--- config.mk ---
export PLATFORM = sky130hd
export DESIGN_NAME = flock_ctrl
export DESIGN_NICKNAME = d
export VERILOG_FILES = /design/src/rtl/flock_pkg.sv /design/src/rtl/flock_sector_map.sv /design/src/rtl/flock_lock_bank.sv /design/src/rtl/flock_sec_reg.sv /design/src/rtl/flock_ctrl.sv
export SDC_FILE = /design/constraint.sdc
export NUM_CORES = 1
export LEC_CHECK = 0
export BUFFER_PORTS_ARGS = -buffer_cell sky130_fd_sc_hd__buf_2
export CAP_MARGIN = 20
export CORE_ASPECT_RATIO = 1.1
export CORE_MARGIN = 4
export CORE_UTILIZATION = 40
export CTS_BUF_LIST = sky130_fd_sc_hd__clkbuf_8
export DETAILED_ROUTE_END_ITERATION = 8
export MAX_ROUTING_LAYER = met4
export PLACE_DENSITY_LB_ADDON = 0.1
export SYNTH_ARGS = -nofsm -noshare
export SYNTH_HDL_FRONTEND = slang
export SYNTH_SLANG_ARGS = --single-unit
--- constraint.sdc ---
create_clock -name clk -period 1.9 [get_ports clk]
set_input_delay 0 -clock clk [delete_from_list [all_inputs] [get_ports clk]]
set_output_delay 0 -clock clk [all_outputs]
set_load 0.05 [all_outputs]
--- src/rtl/flock_pkg.sv ---
package flock_pkg;

  typedef enum logic [1:0] {
    REQ_NONE      = 2'd0,
    REQ_LOCK_SECT = 2'd1,
    REQ_PROG_SEC  = 2'd2,
    REQ_LOCK_SEC  = 2'd3
  } req_op_e;

  typedef enum logic [1:0] {
    QRY_PROGRAM   = 2'd0,
    QRY_SECT_ERA  = 2'd1,
    QRY_CHIP_ERA  = 2'd2,
    QRY_RESERVED  = 2'd3
  } qry_op_e;

  localparam int MAP_PORTS = 3;
  localparam int MAP_REQ   = 0;
  localparam int MAP_QRY   = 1;
  localparam int MAP_RD    = 2;

endpackage

--- src/rtl/flock_sector_map.sv ---
module flock_sector_map #(
  parameter int ADDR_W   = 19,
  parameter int BIG_LG   = 15,
  parameter int SMALL_LG = 12,
  parameter int N_BIG    = 15,
  parameter int SECT_W   = 5
) (
  input  logic [ADDR_W-1:0] addr_i,
  output logic [SECT_W-1:0] idx_o
);
  localparam logic [ADDR_W-1:0] BOOT_BASE = ADDR_W'(N_BIG) << BIG_LG;

  // Large sectors sit below BOOT_BASE, small boot sectors above it.
  function automatic logic [SECT_W-1:0] sect_of(input logic [ADDR_W-1:0] a);
    logic [ADDR_W-1:0] rel;
    if (a < BOOT_BASE) return SECT_W'(a >> BIG_LG);
    rel = a - BOOT_BASE;
    return SECT_W'(rel >> SMALL_LG) + SECT_W'(N_BIG);
  endfunction

  assign idx_o = sect_of(addr_i);
endmodule

--- src/rtl/flock_lock_bank.sv ---
module flock_lock_bank #(
  parameter int N_SECT = 23,
  parameter int SECT_W = 5
) (
  input  logic              clk,
  input  logic              rst_n,
  input  logic              set_en,
  input  logic [SECT_W-1:0] set_idx,
  output logic [N_SECT-1:0] lock_vec,
  output logic [N_SECT-1:0] lock_set_vec
);
  for (genvar i = 0; i < N_SECT; i++) begin : g_sect
    assign lock_set_vec[i] = set_en && (set_idx == SECT_W'(i));

    always_ff @(posedge clk or negedge rst_n) begin
      if (!rst_n)               lock_vec[i] <= 1'b0;
      else if (lock_set_vec[i]) lock_vec[i] <= 1'b1;
    end
  end
endmodule

--- src/rtl/flock_sec_reg.sv ---
module flock_sec_reg #(
  parameter int              DATA_W     = 16,
  parameter int              HALF_W     = 64,
  parameter logic [HALF_W-1:0] FACTORY_ID = 64'h0123_4567_89AB_CDEF,
  parameter int              LOCK_BIT   = 1,
  parameter int              PR_IDX_W   = 4
) (
  input  logic                clk,
  input  logic                rst_n,
  input  logic                prog_en,
  input  logic                lock_cmd,
  input  logic [$clog2(HALF_W/DATA_W)-1:0] prog_idx,
  input  logic [DATA_W-1:0]   data_i,
  input  logic [PR_IDX_W-1:0] rd_idx,
  output logic [DATA_W-1:0]   rd_word,
  output logic [HALF_W-1:0]   hb_q,
  output logic                pr_locked,
  output logic                prog_evt
);
  localparam int HALF_WORDS = HALF_W / DATA_W;
  localparam int IDX_W      = $clog2(HALF_WORDS);
  localparam logic [PR_IDX_W-1:0] IDX_B0   = PR_IDX_W'(HALF_WORDS);
  localparam logic [PR_IDX_W-1:0] IDX_STAT = PR_IDX_W'(2 * HALF_WORDS);

  logic lock_evt;
  logic [DATA_W-1:0] a_words [HALF_WORDS];
  logic [DATA_W-1:0] b_words [HALF_WORDS];

  assign prog_evt = prog_en && !pr_locked;
  assign lock_evt = lock_cmd && !data_i[LOCK_BIT];

  always_ff @(posedge clk or negedge rst_n) begin
    if (!rst_n)        pr_locked <= 1'b0;
    else if (lock_evt) pr_locked <= 1'b1;
  end

  for (genvar w = 0; w < HALF_WORDS; w++) begin : g_word
    assign a_words[w] = FACTORY_ID[w*DATA_W +: DATA_W];
    assign b_words[w] = hb_q[w*DATA_W +: DATA_W];

    // Flash-like programming: bits can only be cleared.
    always_ff @(posedge clk or negedge rst_n) begin
      if (!rst_n)
        hb_q[w*DATA_W +: DATA_W] <= '1;
      else if (prog_evt && (prog_idx == IDX_W'(w)))
        hb_q[w*DATA_W +: DATA_W] <= hb_q[w*DATA_W +: DATA_W] & data_i;
    end
  end

  function automatic logic [DATA_W-1:0] status_word(input logic locked);
    logic [DATA_W-1:0] s;
    s = '0;
    s[LOCK_BIT] = !locked;
    return s;
  endfunction

  always_comb begin
    rd_word = '0;
    if (rd_idx < IDX_B0)
      rd_word = a_words[rd_idx[IDX_W-1:0]];
    else if (rd_idx < IDX_STAT)
      rd_word = b_words[rd_idx[IDX_W-1:0]];
    else if (rd_idx == IDX_STAT)
      rd_word = status_word(pr_locked);
  end
endmodule

--- src/rtl/flock_ctrl.sv ---
module flock_ctrl
  import flock_pkg::*;
#(
  parameter int                ADDR_W     = 19,
  parameter int                DATA_W     = 16,
  parameter int                BIG_LG     = 15,
  parameter int                SMALL_LG   = 12,
  parameter int                N_BIG      = 15,
  parameter int                N_SMALL    = 8,
  parameter int                HALF_W     = 64,
  parameter logic [HALF_W-1:0] FACTORY_ID = 64'h0123_4567_89AB_CDEF,
  parameter int                STAT_OFF   = 2,
  parameter int                PR_IDX_W   = 4,
  localparam int               N_SECT     = N_BIG + N_SMALL
) (
  input  logic              clk,
  input  logic              rst_n,
  input  logic              req_valid,
  input  logic [1:0]        req_op,
  input  logic [ADDR_W-1:0] req_addr,
  input  logic [DATA_W-1:0] req_data,
  input  logic              qry_valid,
  input  logic [1:0]        qry_op,
  input  logic [ADDR_W-1:0] qry_addr,
  output logic              qry_locked,
  output logic              qry_refuse,
  output logic [N_SECT-1:0] erase_mask,
  input  logic              rd_en,
  input  logic              rd_space,
  input  logic [ADDR_W-1:0] rd_addr,
  output logic [DATA_W-1:0] rd_data
);
  localparam int SECT_W     = $clog2(N_SECT);
  localparam int HALF_WORDS = HALF_W / DATA_W;
  localparam int IDX_W      = $clog2(HALF_WORDS);
  localparam logic [ADDR_W-1:0] BOOT_BASE  = ADDR_W'(N_BIG) << BIG_LG;
  localparam logic [ADDR_W-1:0] BIG_MASK   = (ADDR_W'(1) << BIG_LG) - ADDR_W'(1);
  localparam logic [ADDR_W-1:0] SMALL_MASK = (ADDR_W'(1) << SMALL_LG) - ADDR_W'(1);

  req_op_e op_req;
  qry_op_e op_qry;
  assign op_req = req_op_e'(req_op);
  assign op_qry = qry_op_e'(qry_op);

  // Sector decoders for the request, query and read addresses.
  logic [ADDR_W-1:0] map_addr [MAP_PORTS];
  logic [SECT_W-1:0] map_idx  [MAP_PORTS];
  assign map_addr[MAP_REQ] = req_addr;
  assign map_addr[MAP_QRY] = qry_addr;
  assign map_addr[MAP_RD]  = rd_addr;

  for (genvar g = 0; g < MAP_PORTS; g++) begin : g_map
    flock_sector_map #(
      .ADDR_W(ADDR_W), .BIG_LG(BIG_LG), .SMALL_LG(SMALL_LG),
      .N_BIG(N_BIG), .SECT_W(SECT_W)
    ) u_map (
      .addr_i(map_addr[g]),
      .idx_o (map_idx[g])
    );
  end

  // Internal events, named for the checker.
  logic              lock_req;
  logic              sec_prog_req;
  logic              sec_lock_req;
  logic [N_SECT-1:0] lock_vec;
  logic [N_SECT-1:0] lock_set_vec;
  logic [HALF_W-1:0] hb_q;
  logic              pr_locked;
  logic              prog_evt;
  logic [DATA_W-1:0] pr_word;
  logic [DATA_W-1:0] stat_word;

  assign lock_req     = req_valid && (op_req == REQ_LOCK_SECT);
  assign sec_prog_req = req_valid && (op_req == REQ_PROG_SEC);
  assign sec_lock_req = req_valid && (op_req == REQ_LOCK_SEC);

  flock_lock_bank #(.N_SECT(N_SECT), .SECT_W(SECT_W)) u_bank (
    .clk         (clk),
    .rst_n       (rst_n),
    .set_en      (lock_req),
    .set_idx     (map_idx[MAP_REQ]),
    .lock_vec    (lock_vec),
    .lock_set_vec(lock_set_vec)
  );

  flock_sec_reg #(
    .DATA_W(DATA_W), .HALF_W(HALF_W), .FACTORY_ID(FACTORY_ID),
    .LOCK_BIT(1), .PR_IDX_W(PR_IDX_W)
  ) u_sec (
    .clk      (clk),
    .rst_n    (rst_n),
    .prog_en  (sec_prog_req),
    .lock_cmd (sec_lock_req),
    .prog_idx (req_addr[IDX_W-1:0]),
    .data_i   (req_data),
    .rd_idx   (rd_addr[PR_IDX_W-1:0]),
    .rd_word  (pr_word),
    .hb_q     (hb_q),
    .pr_locked(pr_locked),
    .prog_evt (prog_evt)
  );

  // Offset of an address within its own sector equals the status offset.
  function automatic logic stat_hit(input logic [ADDR_W-1:0] a);
    logic [ADDR_W-1:0] off;
    off = (a < BOOT_BASE) ? (a & BIG_MASK) : (a & SMALL_MASK);
    return off == ADDR_W'(STAT_OFF);
  endfunction

  assign qry_locked = lock_vec[map_idx[MAP_QRY]];
  assign qry_refuse = qry_valid && qry_locked &&
                      ((op_qry == QRY_PROGRAM) || (op_qry == QRY_SECT_ERA));
  assign erase_mask = (qry_valid && (op_qry == QRY_CHIP_ERA)) ? ~lock_vec : '0;

  assign stat_word = DATA_W'(stat_hit(rd_addr) && lock_vec[map_idx[MAP_RD]]);

  always_ff @(posedge clk or negedge rst_n) begin
    if (!rst_n)     rd_data <= '0;
    else if (rd_en) rd_data <= rd_space ? pr_word : stat_word;
  end
endmodule

==> Yosys cells after proc, flatten, opt, wreduce, memory -nomap -nowiden <==
Cells that the tools add are included.
{ "word_totals": {"wordCells": 148, "in_bits": 83, "out_inout_bits": 41, "latchBits": 0, "romBits": 0, "ram_bits": 0, "register_bits": 104, "mem_count": 0} }
{ "op_classes": {"n_eq_ne": 32, "n_reduce_logical": 42, "muxes": 25, "n_shift": 0, "n_div": 0, "order_cmp": 8, "addsub": 6, "multipliers": 0, "bitwise": 6} }
{ "ops": {"columns": ["cell", "count"], "rows": [
  ["$mux W16", 7],
  ["$and A16 B16 Y16", 4],
  ["$bmux W16 S2", 2],
  ["$lt A19 B19 Y1 const B", 3],
  ["$sub A17 B17 Y17 const B", 3],
  ["$eq A5 B4 Y1 const B", 8],
  ["$logic_and A1 B1 Y1", 36],
  ["$eq A5 B5 Y1 const B", 7],
  ["$mux W5", 6],
  ["$mux W23", 1],
  ["$not A23 Y23", 1],
  ["$eq A5 B3 Y1 const B", 4],
  ["$add A5 B4 Y5 const B", 3],
  ["$eq A15 B2 Y1 const B", 1],
  ["$mux W15", 1],
  ["$lt A5 B6 Y1 const B", 2],
  ["$bmux W1 S5", 2],
  ["$eq A2 B2 Y1 const B", 5],
  ["$eq A5 B2 Y1 const B", 2],
  ["$eq A2 B1 Y1 const B", 3],
  ["$eq A5 B1 Y1 const B", 1],
  ["$logic_not A5 Y1", 1],
  ["$mux W1", 5],
  ["$eq A4 B4 Y1 const B", 1],
  ["8 further kinds", 10]
]} }

==> Logic depth before layout (Yosys ltp) <==
{ "logic_depth": {"word_depth": 7, "mapped_depth": 9, "ltp_nobuf": 8} }

==> Hierarchy <==
A second synthesis with hierarchy kept.
{ "hier_totals": {"hier_cells": 528, "area_unflattened_um2": 5545.3} }
{ "by_module_without_submodules": {"columns": ["module", "cells_each", "area_per_inst_um2", "instances", "seq_area_each_um2"], "rows": [
  ["flock_sec_reg", 219, 2864.0, 1, 1706.6],
  ["flock_ctrl", 165, 1335.0, 1, 400.4],
  ["flock_lock_bank", 90, 985.9, 1, 575.6],
  ["flock_sector_map", 18, 120.1, 3, 0.0]
]} }

==> Worst setup path before layout <==
Ideal clock, no wire load.
{ "synth_path": {"kind": "input port to output port", "start": "input port qry_addr[12]", "end": "output port qry_refuse", "n_path_buf": 1, "slack_ns": -0.318, "cell_stages": 9, "t_arrival_ns": 2.218, "t_required_ns": 1.900, "path_cell_list": "clkbuf_2 -> inv_1 -> ha_1 -> xor2_1 -> o21ai_1 -> nand2b_1 -> o211ai_1 -> a211o_1 -> a311oi_2"} }
{ "synth_between": {"elab_chain_cells": 7, "elab_cells_between_ends": 9, "classes_between": "add/sub: 2; order compare: 1; mux: 4; reduce/logical: 2"} }
{ "synth_lines": {"columns": ["element", "line_no", "source"], "rows": [
  ["from (decl)", "flock_ctrl.sv:24", "input logic [ADDR_W-1:0] qry_addr,"],
  ["$sub A17 B17 Y17 or $lt A19 B19 Y1 (tied branches)", "flock_sector_map.sv:17, flock_sector_map.sv:16", null],
  ["$add A5 B4 Y5 or $mux W1 (tied branches)", "flock_sector_map.sv:18, flock_sector_map.sv:16", null],
  ["$mux W5 *", "flock_sector_map.sv:17", "rel = a - BOOT_BASE;"],
  ["$bmux W1 S5 *", "flock_ctrl.sv:111", "assign qry_locked = lock_vec[map_idx[MAP_QRY]];"],
  ["$mux W1 (implied by the code) *", "flock_ctrl.sv:111", null],
  ["$logic_and A1 B1 Y1 * (2 in a row)", "flock_ctrl.sv:112", "assign qry_refuse = qry_valid && qry_locked &&"],
  ["to (decl)", "flock_ctrl.sv:26", "output logic qry_refuse,"]
]} }
Mark *: on every way between the ends. The rest lies on a longest branch, timed or not. The select of a mux whose other input is x is not followed.

==> Final worst setup path <==
{ "layout_path": {"start": "register u_bank.lock_vec[7]", "end": "output port qry_refuse"} }
{ "layout_between": {"elab_chain_cells": 4} }
{ "layout_lines": {"columns": ["element", "line_no", "source"], "rows": [
  ["from (decl)", "flock_lock_bank.sv:9", "output logic [N_SECT-1:0] lock_vec,"],
  ["from (signal, indexed assignment)", "flock_lock_bank.sv:16", "if (!rst_n) lock_vec[i] <= 1'b0;"],
  ["from (signal, indexed assignment)", "flock_lock_bank.sv:17", "else if (lock_set_vec[i]) lock_vec[i] <= 1'b1;"],
  ["$bmux W1 S5", "flock_ctrl.sv:111", null],
  ["$mux W1 (implied by the code)", "flock_ctrl.sv:111", null],
  ["$logic_and A1 B1 Y1 (2 in a row)", "flock_ctrl.sv:112", null]
]} }
Every way passes these cells. The select of a mux whose other input is x is not followed.

==> key figures <==
Outcome
  • Status: complete, but fails checks
  • Failing checks: setup timing

Yosys
  • Number of synthesized flops with an enable pin: 0
  • Synth Flop Type: dfstp_2
  • Mapped Cells: 480
  • Largest cells by area after synthesis: dfstp_2, dfrtp_1, mux4_2
  • Synth Warn #: 0
  • Sequential-to-total area share from yosys stat: 49.61%
  • Yosys cell types: 55
  • Net Count, Synth: 569
  • Area leader, netlist: dfstp_2
  • Syn Std Cell Area: 5408 um2
  • Async SR Flop Fraction: 100.0%
  • Synth top area share: 31.10%
  • Synth Area per Inst: 11.27 um2
  • Synth Register Bits: 104

Run
  • Max Cap Viol: 0

Placement
  • DP Worst Slack: -95.16 ps
  • IO Port Bufs: 101
  • Routability cong.: 0.8462
  • Placed insts: 755
  • Detailed Place HPWL: 10550 um
  • Placed Area: 6344 um2

Clock tree
  • CTS root buf: clkbuf_8
  • Sink Count: 104
  • TritonCTS buffer count: 9
  • CTS tree: built
  • Clock Latency Late Sink: 360 ps
  • CTS Buffer Depth: 2
  • Clock transition at path regs: 90 ps
  • H-tree depth: 3

Drt
  • Via Count: 4431
  • DRC viols: 0
  • Post-route antenna net violation count: 0
  • DRT Pass-1 Iters: 4
  • Initial DRC count: 227
  • Post-DR wirelength/cell: 17.98 um
  • Final WL: 14350 um
  • Via density: 5.553

Cells and area
  • Fill count: 1245
  • Reg area: 2689 um2
  • Area of the multi-input gates: 2618 um2
  • Layout Nets: 721
  • Ratio of cells with drive above 1 in the final layout: 42.07%
  • Ant. Diodes: 0
  • Growth of design area from synthesis to finish: 26.61%
  • Final non-filler cell total: 798
  • Post-route cell area: 6847 um2

Global routing
  • Total GRT Usage: 19.68%
  • Number of global-route vias before repair: 4444
  • Global-route wire length before repair: 23380 um
  • Antenna violations before repair: 0
  • GRT Residual Overflow: 0
  • Largest net degree at the start of global routing: 71

Pwr
  • Leak: 3.075 nW
  • Worst IR Drop VDD: 453.0 uV
  • PD cells: 705.3 nW/um2

Critical path
  • Startpoint types: flip-flop
  • CP Capture Type: output pin
  • Cells on worst reg2reg path: 6
  • CP max FO: 2
  • Worst-path cell chain: mux4_2, a211o_4, nand3_4, a311oi_4, buf_6
  • RR Endpoint: rd_data[0]
  • Slowest CP cell: mux4_2
  • Crit path arrival time: 1960 ps
  • RR Startpoint: u_bank.lock_vec[4]
  • Slowest stage delay, CP: 480 ps
  • Crit path from: u_bank.lock_vec[7]
  • CP Class: reg -> out
  • CP required: 1900 ps
  • Reg2Reg Setup Slack: 20 ps

Floorplanning
  • Core ar.: 13210 um2
  • Starting Density: 40.93%
  • Die Y: 129.9 um
  • Row Count: 44
  • Die area: 15450 um2
  • Die Width: 118.9 um
  • Ports: 124

STA
  • Peak Freq: 510.2 MHz
  • Slew @ Worst Pin: 787.1 ps
  • Final setup violating endpoints: 2
  • Fin. Hold Viols: 0
  • Final Slew Violations: 0
  • Setup TNS: -110.2 ps
  • Relative slew slack: 47.37%
  • Worst Clk Skew: 14.73 ps
  • Setup ws final: -59.96 ps
  • Period utilization: 103.2%
  • RSZ-0062 raised after global routing: true
  • Final worst path period need: 1960 ps

Hold path
  • Cell depth of the worst hold path: 4
  • Hold Path Class: in -> reg
  • Hold path start: req_op[1]
  • Hold endpoint: u_bank.lock_vec[21]
-- layer usage --
layer,share of wire [%],track usage [%]
met5,0,-
met4,1.4,5.794
met3,4.6,2.427
met2,48,31.34
met1,46,26.81
-- flip-flops by register name (all words and copies together) (netlist names) --
signal	cells
rd_data	16
u_bank.lock_vec	23
u_sec.hb_q	64
u_sec.pr_locked	1
-- through the flow --
stage	util, %	total power [W]	hold WS (ps)
after CTS	51.71	0.004865	36.26
after floorplan	-	0.003031	-295.6
after detailed placement	48.01	0.003443	42.95
after global placement	48.01	0.003430	49.95
after global routing	51.82	0.005069	76.58
final	51.82	0.004829	48.13
-- timing repair --
item,4_1_cts,5_1_grt
setup endpoints to repair,3,3
buffers inserted,6,0
gates resized for setup,16,6
pin swaps,4,1
endpoints found under the hold margin,156,0
hold buffers,21,0
cloned,0,0
-- power breakdown --
part,switching [W],internal (W)
clock,0.000751,0.000550
combinational,0.000607,0.000482
sequential,0.000123,0.00232
total,0.00148,0.00335
-- cells in the final DEF (no fill, tap or decap), types with 10 or more instances in the layout --
cell / instances
a21o_1: 16
buf_2: 98
buf_4: 39
clkbuf_8: 11
dfrtp_1: 35
dfstp_2: 64
dlygate4sd3_1: 21
inv_1: 32
mux2i_1: 16
mux4_2: 22
nand2_1: 25
nand3_1: 14
nor2_1: 40
o21a_1: 65
o21ai_0: 10
o22ai_1: 12
-- cell usage after synthesis, drive strengths merged (2+ instances only) --
master / instances
a21oi: 8
dfrtp: 40
nor2: 40
nor2b: 4
nand3: 16
xnor2: 2
a211oi: 3
a21o: 16
buf: 7
mux2: 6
o21ai: 15
mux4: 22
a211o: 2
o21a: 65
o31ai: 3
clkbuf: 13
nand2: 25
nor4: 3
nand2b: 6
xor2: 6
nand3b: 6
ha: 6
dfstp: 64
o21bai: 6
and3: 3
mux2i: 16
nor3: 6
o211ai: 4
nor3b: 2
a31oi: 2
inv: 31
o22ai: 12
or4: 4
a41oi: 2
-- layout make-up --
type                    count  share of cell area, %
well taps                 161                  2.942
inverters                  31                  1.736
clock buffers              11                  2.211
flip-flops and latches    104                  39.27
repair buffers            161                  15.13
clock inverters             5                 0.4751
multi-input cells         325                  38.23
-- worst max-delay path by stage --
| stage | end | cells past startpoint | slack, ps |
|---|---|---|---|
| finish | qry_refuse | 5 | -60 |
| global placement | qry_refuse | 9 | -50 |
| CTS | qry_refuse | 5 | -100 |
| detailed placement | qry_refuse | 9 | -100 |
| floorplan | qry_refuse | 8 | -20 |
| global route | qry_refuse | 5 | -140 |
-- cells by family (layout without fill, tap and decap cells) --
family          after synthesis  in the layout  synth area share, %
simple gates                120            120                10.74
compound gates              147            147                19.71
flops                       104            104                49.61
mux                          44             44                13.37
xor+xnor                      8              8                1.296
buf+inv                      51            208                3.887
fa+ha+maj                     6              6                1.388
-- critical path: cells and delay by family (launching register included) --
family | cells | cell delay (ps)
AOI/OAI and AO/OA | 2 | 430
DFF | 1 | 440
muxes | 1 | 480
and+or+nand+nor | 1 | 80
buffers and inverters | 1 | 170
Note: power is estimated with default switching activity, not from simulation.
